<file path="src/rtl/fmr_pkg.sv">
package fmr_pkg;

  typedef enum logic [1:0] {RG_LOC = 2'd0, RG_EXT = 2'd1, RG_SHR = 2'd2} region_e;

  typedef enum logic [2:0] {
    ST_IDLE, ST_SWAIT, ST_CAP, ST_RMWW, ST_RESP, ST_ERR
  } state_e;

  localparam logic [1:0] SZ_BYTE = 2'd0;
  localparam logic [1:0] SZ_WORD = 2'd1;
  localparam logic [1:0] SZ_LONG = 2'd2;

  // byte enables for a given size at a given byte offset
  function automatic logic [3:0] lane_mask(logic [1:0] sz, logic [1:0] off);
    case (sz)
      SZ_BYTE: return 4'b0001 << off;
      SZ_WORD: return 4'b0011 << {off[1], 1'b0};
      default: return 4'hF;
    endcase
  endfunction

  // copy right-aligned write data onto every lane of its size
  function automatic logic [31:0] spread(logic [1:0] sz, logic [31:0] d);
    case (sz)
      SZ_BYTE: return {4{d[7:0]}};
      SZ_WORD: return {2{d[15:0]}};
      default: return d;
    endcase
  endfunction

  // shift the addressed lanes down and zero-extend
  function automatic logic [31:0] pick(logic [1:0] sz, logic [1:0] off, logic [31:0] r);
    logic [31:0] s;
    s = r >> {off, 3'b000};
    case (sz)
      SZ_BYTE: return {24'd0, s[7:0]};
      SZ_WORD: return {16'd0, s[15:0]};
      default: return r;
    endcase
  endfunction

  function automatic logic [31:0] merge(logic [31:0] old, logic [31:0] nw, logic [3:0] m);
    logic [31:0] o;
    for (int i = 0; i < 4; i++) o[8*i +: 8] = m[i] ? nw[8*i +: 8] : old[8*i +: 8];
    return o;
  endfunction

endpackage

</file>
<file path="src/rtl/fmr_decode.sv">
module fmr_decode
  import fmr_pkg::*;
#(
  parameter int ADDR_W    = 20,
  parameter int LOC_BYTES = 512,
  parameter int EXT_BYTES = 512
) (
  input  logic [ADDR_W-1:0] addr,
  input  logic [1:0]        size,
  output region_e           region,
  output logic [ADDR_W-3:0] idx,
  output logic              sub_long,
  output logic              dec_err
);
  localparam logic [ADDR_W-1:0] EXT_LO = ADDR_W'(LOC_BYTES);
  localparam logic [ADDR_W-1:0] SHR_LO = ADDR_W'(LOC_BYTES + EXT_BYTES);

  logic [ADDR_W-1:0] base;
  logic bad_align, bad_ext;

  function automatic logic [ADDR_W-3:0] rebase(logic [ADDR_W-1:0] a, logic [ADDR_W-1:0] lo);
    return a[ADDR_W-1:2] - lo[ADDR_W-1:2];
  endfunction

  always_comb begin
    if (addr < EXT_LO) begin
      region = RG_LOC;
      base   = '0;
    end else if (addr < SHR_LO) begin
      region = RG_EXT;
      base   = EXT_LO;
    end else begin
      region = RG_SHR;
      base   = SHR_LO;
    end
    idx       = rebase(addr, base);
    sub_long  = (size != SZ_LONG);
    bad_align = (size == 2'd3) || (size == SZ_WORD && addr[0]) ||
                (size == SZ_LONG && addr[1:0] != 2'b00);
    bad_ext   = (region == RG_EXT) && (size != SZ_LONG);
    dec_err   = bad_align || bad_ext;
  end
endmodule

</file>
<file path="src/rtl/fmr_lanes.sv">
module fmr_lanes
  import fmr_pkg::*;
(
  input  logic [1:0]  wr_size,
  input  logic [1:0]  wr_off,
  input  logic [31:0] wr_data,
  input  logic [31:0] old_long,
  input  logic [1:0]  rd_size,
  input  logic [1:0]  rd_off,
  input  logic [31:0] rd_raw,
  output logic [31:0] wr_spread,
  output logic [3:0]  wr_mask,
  output logic [31:0] wr_merged,
  output logic [31:0] rd_val
);
  always_comb begin
    wr_spread = spread(wr_size, wr_data);
    wr_mask   = lane_mask(wr_size, wr_off);
    wr_merged = merge(old_long, wr_spread, wr_mask);
    rd_val    = pick(rd_size, rd_off, rd_raw);
  end
endmodule

</file>
<file path="src/rtl/fmr_ctrl.sv">
module fmr_ctrl
  import fmr_pkg::*;
(
  input  logic    clk,
  input  logic    rst_n,
  input  logic    req_valid,
  input  logic    req_write,
  input  region_e region,
  input  logic    sub_long,
  input  logic    dec_err,
  input  logic    slot_valid,
  output logic    go_prim,
  output logic    rmw_read,
  output logic    go_rmw,
  output logic    cap_en,
  output logic    rsp_ready,
  output logic    rsp_err
);
  state_e st, nxt;
  logic idle_req, ev_wait;

  always_comb begin
    idle_req = (st == ST_IDLE) && req_valid;
    ev_wait  = (st == ST_SWAIT) || (st == ST_RMWW);
    go_prim  = (idle_req && !dec_err && (region != RG_SHR || slot_valid)) ||
               (st == ST_SWAIT && slot_valid);
    rmw_read = go_prim && region == RG_SHR && req_write && sub_long;
    go_rmw   = (st == ST_RMWW) && slot_valid;
    cap_en   = (st == ST_CAP);
    rsp_ready = (st == ST_RESP);
    rsp_err   = (st == ST_ERR);

    nxt = st;
    case (st)
      ST_IDLE:  if (req_valid) begin
                  if (dec_err)      nxt = ST_ERR;
                  else if (go_prim) nxt = rmw_read ? ST_CAP : ST_RESP;
                  else              nxt = ST_SWAIT;
                end
      ST_SWAIT: if (slot_valid) nxt = rmw_read ? ST_CAP : ST_RESP;
      ST_CAP:   nxt = ST_RMWW;
      ST_RMWW:  if (slot_valid) nxt = ST_RESP;
      default:  nxt = ST_IDLE;
    endcase
  end

  always_ff @(posedge clk) begin
    if (!rst_n) st <= ST_IDLE;
    else        st <= nxt;
  end

  // no response while waiting for a slot
  a_r5_wait_quiet: assert property (@(posedge clk) disable iff (!rst_n)
    (ev_wait && !slot_valid) |=> !rsp_ready && !rsp_err);
  // a rejected request is never issued to memory
  a_r3_err_no_issue: assert property (@(posedge clk) disable iff (!rst_n)
    (idle_req && dec_err) |-> !go_prim && !go_rmw);
endmodule

</file>
<file path="src/rtl/flat_mem_router.sv">
module flat_mem_router
  import fmr_pkg::*;
#(
  parameter int ADDR_W    = 20,
  parameter int LOC_BYTES = 512,
  parameter int EXT_BYTES = 512
) (
  input  logic              clk,
  input  logic              rst_n,
  input  logic              req_valid,
  input  logic              req_write,
  input  logic [1:0]        req_size,
  input  logic [ADDR_W-1:0] req_addr,
  input  logic [31:0]       req_wdata,
  input  logic              slot_valid,
  output logic              rsp_ready,
  output logic              rsp_err,
  output logic [31:0]       rsp_rdata,
  output logic              loc_en,
  output logic              ext_en,
  output logic              shr_en,
  output logic              mem_we,
  output logic [ADDR_W-3:0] mem_idx,
  output logic [31:0]       mem_wdata,
  output logic [3:0]        mem_be,
  input  logic [31:0]       loc_rdata,
  input  logic [31:0]       ext_rdata,
  input  logic [31:0]       shr_rdata
);
  region_e     region, rg_q;
  logic        sub_long, dec_err;
  logic        go_prim, rmw_read, go_rmw, cap_en;
  logic [1:0]  sz_q, off_q;
  logic [31:0] old_q, raw_sel;
  logic [31:0] wr_spread, wr_merged;
  logic [3:0]  wr_mask;
  logic        ev_issue;

  fmr_decode #(.ADDR_W(ADDR_W), .LOC_BYTES(LOC_BYTES), .EXT_BYTES(EXT_BYTES)) u_dec (
    .addr(req_addr), .size(req_size), .region(region), .idx(mem_idx),
    .sub_long(sub_long), .dec_err(dec_err));

  fmr_ctrl u_ctrl (
    .clk(clk), .rst_n(rst_n), .req_valid(req_valid), .req_write(req_write),
    .region(region), .sub_long(sub_long), .dec_err(dec_err), .slot_valid(slot_valid),
    .go_prim(go_prim), .rmw_read(rmw_read), .go_rmw(go_rmw), .cap_en(cap_en),
    .rsp_ready(rsp_ready), .rsp_err(rsp_err));

  fmr_lanes u_lanes (
    .wr_size(req_size), .wr_off(req_addr[1:0]), .wr_data(req_wdata), .old_long(old_q),
    .rd_size(sz_q), .rd_off(off_q), .rd_raw(raw_sel),
    .wr_spread(wr_spread), .wr_mask(wr_mask), .wr_merged(wr_merged), .rd_val(rsp_rdata));

  always_comb begin
    loc_en    = go_prim && region == RG_LOC;
    ext_en    = go_prim && region == RG_EXT;
    shr_en    = (go_prim && region == RG_SHR) || go_rmw;
    ev_issue  = loc_en || ext_en || shr_en;
    mem_we    = (go_prim && req_write && !rmw_read) || go_rmw;
    mem_wdata = go_rmw ? wr_merged : wr_spread;
    mem_be    = go_rmw ? 4'hF : wr_mask;
    case (rg_q)
      RG_LOC:  raw_sel = loc_rdata;
      RG_EXT:  raw_sel = ext_rdata;
      default: raw_sel = shr_rdata;
    endcase
  end

  always_ff @(posedge clk) begin
    if (!rst_n) begin
      rg_q  <= RG_LOC;
      sz_q  <= SZ_LONG;
      off_q <= 2'b00;
      old_q <= '0;
    end else begin
      if (go_prim) begin
        rg_q  <= region;
        sz_q  <= req_size;
        off_q <= req_addr[1:0];
      end
      if (cap_en) old_q <= shr_rdata;
    end
  end

  // one memory per cycle, exclusive pulses
  a_r8_one_enable: assert property (@(posedge clk) disable iff (!rst_n)
    $onehot0({loc_en, ext_en, shr_en}));
  a_r8_excl_pulse: assert property (@(posedge clk) disable iff (!rst_n)
    !(rsp_ready && rsp_err));
  // shared RAM touched only inside a slot
  a_r5_slot_gate: assert property (@(posedge clk) disable iff (!rst_n)
    shr_en |-> slot_valid);
  // a ready pulse always follows an issue
  a_r2_ready_after_issue: assert property (@(posedge clk) disable iff (!rst_n)
    rsp_ready |-> $past(ev_issue));
  // an error pulse never follows an issue
  a_r3_err_quiet: assert property (@(posedge clk) disable iff (!rst_n)
    rsp_err |-> !$past(ev_issue));
  // extended region sees only full longs
  a_r4_ext_long: assert property (@(posedge clk) disable iff (!rst_n)
    ext_en |-> mem_be == 4'hF);
  // shared writes are whole longs
  a_r6_shared_full: assert property (@(posedge clk) disable iff (!rst_n)
    (shr_en && mem_we) |-> mem_be == 4'hF);
  // quiet right after reset
  a_r9_reset_quiet: assert property (@(posedge clk)
    !rst_n |=> !rsp_ready && !rsp_err);
endmodule

</file>
<file path="config.mk">
export PLATFORM = sky130hd
export DESIGN_NAME = flat_mem_router
export DESIGN_NICKNAME = d
export VERILOG_FILES = /design/src/rtl/fmr_pkg.sv /design/src/rtl/fmr_decode.sv /design/src/rtl/fmr_lanes.sv /design/src/rtl/fmr_ctrl.sv /design/src/rtl/flat_mem_router.sv
export SDC_FILE = /design/constraint.sdc
export NUM_CORES = 1
export LEC_CHECK = 0
export BUFFER_PORTS_ARGS = -buffer_cell sky130_fd_sc_hd__buf_2
export CAP_MARGIN = 10
export CELL_PAD_IN_SITES_DETAIL_PLACEMENT = 1
export CELL_PAD_IN_SITES_GLOBAL_PLACEMENT = 1
export CORE_AREA = 8 8 132 134
export DETAILED_ROUTE_END_ITERATION = 10
export DIE_AREA = 0 0 140 142
export HOLD_SLACK_MARGIN = 0.03
export PLACE_DENSITY_LB_ADDON = 0.1
export SYNTH_ARGS = -nofsm -noshare
export SYNTH_HDL_FRONTEND = slang
export SYNTH_SLANG_ARGS = --single-unit
</file>
<file path="constraint.sdc">
create_clock -name clk -period 3.2 [get_ports clk]
set_input_delay 0.16 -clock clk [delete_from_list [all_inputs] [get_ports clk]]
set_output_delay 0.16 -clock clk [all_outputs]
set_load 0.005 [all_outputs]
</file>
==> results of run 1 <==
report_power, final:
part | leakage [nW] | total (mW) | switching (mW) | internal (mW)
Combinational | 2.04 | 0.615 | 0.327 | 0.287
Clock | 0.0831 | 0.585 | 0.196 | 0.389
Sequential | 0.332 | 0.562 | 0.0344 | 0.528
Total | 2.46 | 1.76 | 0.558 | 1.20
cell usage in the layout, fill, tap and decap left out, types with 3 or more instances in the layout:
cell type	count
a21oi_1	69
a221o_1	4
a22oi_1	8
and2_1	9
buf_2	230
buf_4	21
clkbuf_16	5
dfxtp_1	39
inv_1	5
mux2_2	16
mux2i_1	66
nand2_1	125
nand2b_1	5
nor2_1	59
o211a_1	4
o211ai_1	4
o21a_1	5
o21ai_0	33
o221ai_1	4
o22a_1	4
o22ai_1	4
or4_4	3
xor2_1	6
how the worst max path moves through the flow:
stage                      start           to
global placement    req_addr[16]  mem_idx[15]
detailed placement  req_addr[16]  mem_idx[15]
global route        req_addr[14]  mem_idx[15]
floorplan           req_addr[16]  mem_idx[15]
finish              req_addr[14]  mem_idx[15]
CTS                 req_addr[16]  mem_idx[17]
cell usage after synthesis, types with 3 or more instances:
cell type  number
o211ai_1        4
xor2_1          6
buf_1           5
o22a_1          4
o21ai_0        33
and2_1          9
o22ai_1         4
mux2i_1        66
nor3_1          3
o211a_1         4
a21oi_1        69
o221ai_1        4
buf_4           7
o21a_1          5
a22oi_1         8
a221o_1         4
nor2_1         62
clkbuf_1       36
nand2b_1        5
inv_1           6
nand2_1       125
mux2_2         16
dfxtp_1        41
repair_timing:
action | 4_1_cts | 5_1_grt
setup endpoints to repair | 3 | 5
gates resized for setup | 5 | 12
pin swaps | 0 | 4
cloned | 0 | 0
buffers inserted | 0 | 5
flip-flops by register name, summed over array words and instances, names as in the netlist:
name / count
u_ctrl.st: 3
rg_q: 2
sz_q: 2
off_q: 2
old_q: 32
critical path, cell delays in order:
cell and delay [ns]:
buf_6 0.09, or4_4 0.53, or4_4 0.52, nor2_4 0.14, ha_4 0.15, inv_4 0.04
fa_2 0.33, or4_4 0.47, nor4_4 0.32, xor2_1 0.16, buf_2 0.13
cell families (layout without fill, tap and decap cells):
family	Yosys count	count (layout)	share of synthesized area, %
other	0	2	0
muxes	82	82	21.7
DFF	41	41	21.2
adders and majority gates	3	3	1.16
AOI/OAI and AO/OA	147	147	23.3
xor gates and xnor gates	8	8	1.81
and+or+nand+nor	221	221	24.0
buffers and inverters	60	271	6.91
cell type report:
cell class	instances	area, sq um	share of cell area, %
Clock inverter	2	37.5	0.684
Inverter	9	36.3	0.661
Clock buffer	6	139	2.53
Timing Repair Buffer	254	1350	24.6
Sequential cell	41	823	15.0
Multi-Input combinational cell	461	2850	52.0
Tap cell	192	240	4.38
Antenna cell	2	5.00	0.0912
stage by stage:
| step | std cells | hold slack [ns] | setup TNS (ns) |
|---|---|---|---|
| floorplan | 562 | 0.293 | 0 |
| detailed placement | 952 | 0.320 | -0.427 |
| global placement | 952 | 0.320 | -0.00653 |
| CTS | 960 | 0.132 | 0 |
| global route | 967 | 0.135 | -0.266 |
| finish | 967 | 0.138 | 0 |
per-layer routing:
layer  up-vias  wire [um]  GRT usage (%)
li1       2366          -              -
met1      2201       8630           23.3
met2       144       9110           31.2
met3        14       1030           3.35
met4         0        262           4.34
met5         -          0              0
==> qor.yml, run 1 <==
detailed_routing:
  wl_mm: 19.0
  drc: 0
  via_per_inst: 4.89
  initialDrtViolationCount: 206
  drt_pass1_iterations: 4
  ant_nets: 0
  routedWlPerCell_um: 19.7
  vias: 4725
layout:
  final_nets: 930
  final.fill_count: 2026
  drive_gt1_share_pct: 38.4
  area_growth_pct: 41.6
  stdcell_area_sq_um: 5490
  final_util_pct: 35.6
critical_path:
  cp.arrival_ns: 3.03
  endpoint_kind: "primary output"
  r2r_start: "u_ctrl.st[0]"
  reg2reg_setup_slack_ns: 1.40
  worstReg2RegEnd: "rg_q[1]"
  worstPathRequired_ns: 3.04
  reg2reg_depth: 5
  critPathKind: "in -> out"
  crit_fanout: 4
  start_kind: "primary input"
sta:
  final.min_clock_period_ns: 3.19
  layout_setup_ws_ns: 0.00522
  maxSlewHeadroom_pct: 51.0
  worst_pin_slew_ns: 0.734
  skew_ns: 0.00775
  setup_viol: 0
  fin_crit_sh_pct: 99.8
  rsz0062_at_grt: "true"
  maxSlewViolCount: 0
  hold_viol: 0
  timing.fmax_mhz: 313
run:
  drv_cap: 0
clocking:
  ctsHoldBuffers: 0
  h-tree-depth: 2
  insertion_delay_ns: 0.28
  cts_max_path_buffers: 2
  cts_buffers: 5
  cts.sinks: 41
  cts_root_buf: "clkbuf_16"
  clkSlewWorstSetupHoldPaths_ns: 0.06
  cts_tree: "done"
yosys:
  synth_edf_count: 0
  ys_seq_area_share_pct: 21.2
  synth_nets: 720
  synth_top_area_share_pct: 21.2
  synth.distinct_cells: 49
  syn_area_sq_um: 3870
  synthArstFlopShare_pct: 0
  syn_avg_cell_area_sq_um: 6.89
  yosys_warnings: 0
  synth_top_cell_by_area: "dfxtp_1"
  synth.area.top_cells: "dfxtp_1 21%, mux2i_1 17%, nand2_1 12%, a21oi_1 8.9%, nor2_1 6.0%"
  synth_cells: 562
  ys.flop_type: "dfxtp_1"
  synth_seq_cells: 41
floorplanning:
  chipHeight_um: 142
  std_cell_rows: 46
  die_w_um: 140
  initial_core_util_pct: 25.1
  core_area_sq_um: 15400
  die_area_sq_um: 19900
  io_pins: 247
grt:
  antenna_found_initial: 2
  grt_pass1_wl_mm: 29.1
  grt_util_all_layers_pct: 18.3
  first_global_vias: 5139
  grt_max_degree: 38
  overflow: 0
min_path:
  holdPathStages: 3
  hp-start: "shr_rdata[17]"
  hold_path_class: "in -> reg"
  min_to: "old_q[17]"
placement:
  post_dp_cell_area_sq_um: 5190
  dpl.hpwl_mm: 15.8
  io_buffers: 232
  pre_cts_ws_ns: -0.214
  gp_congestion: 0.838
power_and_ir_drop:
  ir_drop_mv: 0.179
  p_total_mw: 1.76
  leakagePower_nw: 2.46
  powerDensity_nw_per_um2: 321
run_status:
  outcome: "complete, no violations"
(Power assumes the default switching activity.)
==> run 2: changes to the inputs <==
--- a/config.mk
+++ b/config.mk
@@ -13,7 +13,7 @@
 export DETAILED_ROUTE_END_ITERATION = 10
 export DIE_AREA = 0 0 140 142
 export HOLD_SLACK_MARGIN = 0.03
-export PLACE_DENSITY_LB_ADDON = 0.1
+export PLACE_DENSITY_LB_ADDON = 0.25
 export SYNTH_ARGS = -nofsm -noshare
 export SYNTH_HDL_FRONTEND = slang
 export SYNTH_SLANG_ARGS = --single-unit
==> run 2 against run 1 <==
Effect of this change:
- hold slack lost 0.0031 ns
- register-to-register slack worse by 0.04 ns
- maximum frequency up 3.1%
- critical path depth unchanged
- sequential share of layout area grew 0.12 points
- core utilization down 0.28 points
- largest power group is now clock
- highest routed layer is now met5
==> qor.yml, run 2 (synthesis results as in run 1) <==
run_status:
  outcome: "complete, no violations"
grt:
  first_global_vias: 5131  # -0.16%
  grt_util_all_layers_pct: 18.4  # +0.10 points
  antenna_found_initial: 2  # unchanged
  grt_pass1_wl_mm: 29.1  # +0.24%
  overflow: 0  # unchanged
  grt_max_degree: 38  # unchanged
clocking:
  clkSlewWorstSetupHoldPaths_ns: 0.06  # about the same
  cts_buffers: 5  # unchanged
  ctsHoldBuffers: 0  # unchanged
  h-tree-depth: 2  # unchanged
  insertion_delay_ns: 0.28  # about the same
  cts.sinks: 41  # unchanged
  cts_root_buf: "clkbuf_16"
  cts_tree: "done"
  cts_max_path_buffers: 2  # unchanged
critical_path:
  r2r_start: "u_ctrl.st[0]"
  endpoint_kind: "primary output"
  start_kind: "primary input"
  crit_fanout: 4  # unchanged
  crit_start: "req_addr[16]"
  critPathKind: "in -> out"
  worstPathRequired_ns: 3.04  # about the same
  cp.arrival_ns: 2.94  # -0.09 ns
floorplanning:
  initial_core_util_pct: 25.1  # unchanged
  die_area_sq_um: 19900  # unchanged
  core_area_sq_um: 15400  # unchanged
  die_w_um: 140  # unchanged
  chipHeight_um: 142  # unchanged
  io_pins: 247  # unchanged
  std_cell_rows: 46  # unchanged
sta:
  fin_crit_sh_pct: 96.9  # -3.0 points
  maxSlewViolCount: 0  # unchanged
  maxSlewHeadroom_pct: 54.2  # +3.2 points
  final.setup.tns_ns: 0  # unchanged
  whs_ns: 0.135  # -0.00313 ns
  skew_ns: 0.00729  # -0.000458 ns
  final.min_clock_period_ns: 3.10  # -0.0953 ns
  rsz0062_at_grt: "true"
  hold_viol: 0  # unchanged
  timing.fmax_mhz: 323  # +3.1%
  worst_pin_slew_ns: 0.684  # -0.0495 ns
  layout_setup_ws_ns: 0.101  # +0.0953 ns
  setup_viol: 0  # unchanged
layout:
  reg_top3: "old_q x32, u_ctrl.st x3"
  largest_reg_flops: 32  # unchanged
  final.fill_count: 2027  # +0.049%
  area_growth_pct: 40.5
  final_common_cell: "buf_2"
  final_nets: 927  # -0.32%
  top_register: "old_q"
  mostFrequentLayoutCells: "231 x buf_2, 125 x nand2_1, 69 x a21oi_1"
  final_util_pct: 35.3  # -0.28 points
  stdcell_area_sq_um: 5440  # -0.78%
  fin_cells: 963  # -0.41%
  drive_gt1_share_pct: 38.1  # -0.37 points
power_and_ir_drop:
  powerDensity_nw_per_um2: 334  # +4.0%
  ir_drop_mv: 0.234  # +31%
  leakagePower_nw: 2.45  # -0.47%
  p_total_mw: 1.82  # +3.2%
detailed_routing:
  routedWlPerCell_um: 19.7  # +0.10%
  ant_nets: 0  # unchanged
  initialDrtViolationCount: 188  # -8.7%
  drc: 0  # unchanged
  wl_mm: 19.0  # -0.31%
  drt_pass1_iterations: 4  # unchanged
  via_per_inst: 4.96  # +1.5%
  vias: 4774  # +1.0%
min_path:
  hold_path_class: "in -> reg"
  hp-start: "shr_rdata[19]"
placement:
  post_dp_cell_area_sq_um: 5180  # about the same
  dp_cells: 953  # +0.11%
  gp_congestion: 0.934  # +11%
  dpl.hpwl_mm: 15.9  # +0.36%
  pre_cts_ws_ns: -0.172  # +0.0423 ns
  io_buffers: 232  # unchanged
run:
  drv_cap: 0  # unchanged
[run 2: cell type report]
type / instances / area, sq um / share of cell area, %
inverters: 9 / 36.3 / 0.667
repair buffers: 251 / 1310 / 24.1
diodes: 1 / 2.50 / 0.0460
multi-input cells: 461 / 2840 / 52.1
well taps: 192 / 240 / 4.41
clock inverters: 3 / 68.8 / 1.26
clock buffers: 5 / 125 / 2.30
flip-flops and latches: 41 / 823 / 15.1
[run 2: path summary, 6_finish.rpt]
check	end	slack, ns	cells past startpoint
max	mem_idx[15]	0.10	11
min	old_q[19]	0.14	3
max reg2reg	sz_q[0]	1.36	5
min reg2reg	old_q[1]	0.45	2
[run 2: worst max-delay path: stages]
cell and delay, ns:
buf_6 0.10, or4_4 0.53, or4_4 0.52, nor2_4 0.13, ha_4 0.15, inv_4 0.04
fa_2 0.34, or4_4 0.48, nor4_2 0.19, xor2_1 0.17, buf_2 0.14
[run 2: power by group]
| part | internal, mW | total, mW | switching (mW) |
|---|---|---|---|
| Clock | 0.449 | 0.650 | 0.201 |
| Sequential | 0.527 | 0.561 | 0.0336 |
| Combinational | 0.283 | 0.607 | 0.324 |
[run 2: what timing repair did]
item                                    4_1_cts  5_1_grt
endpoints found under the setup margin        3        5
pin swaps                                     0        0
resized for setup                             5        9
setup buffers                                 0        1
[run 2: routing by layer]
| layer | GRT usage, % | vias up | part of all wire [%] |
|---|---|---|---|
| li1 | - | 2355 | - |
| met1 | 22.6 | 2221 | 44 |
| met2 | 32.1 | 163 | 48 |
| met3 | 3.56 | 33 | 6.2 |
| met4 | 4.97 | 2 | 2.2 |
| met5 | 0 | - | 0.069 |
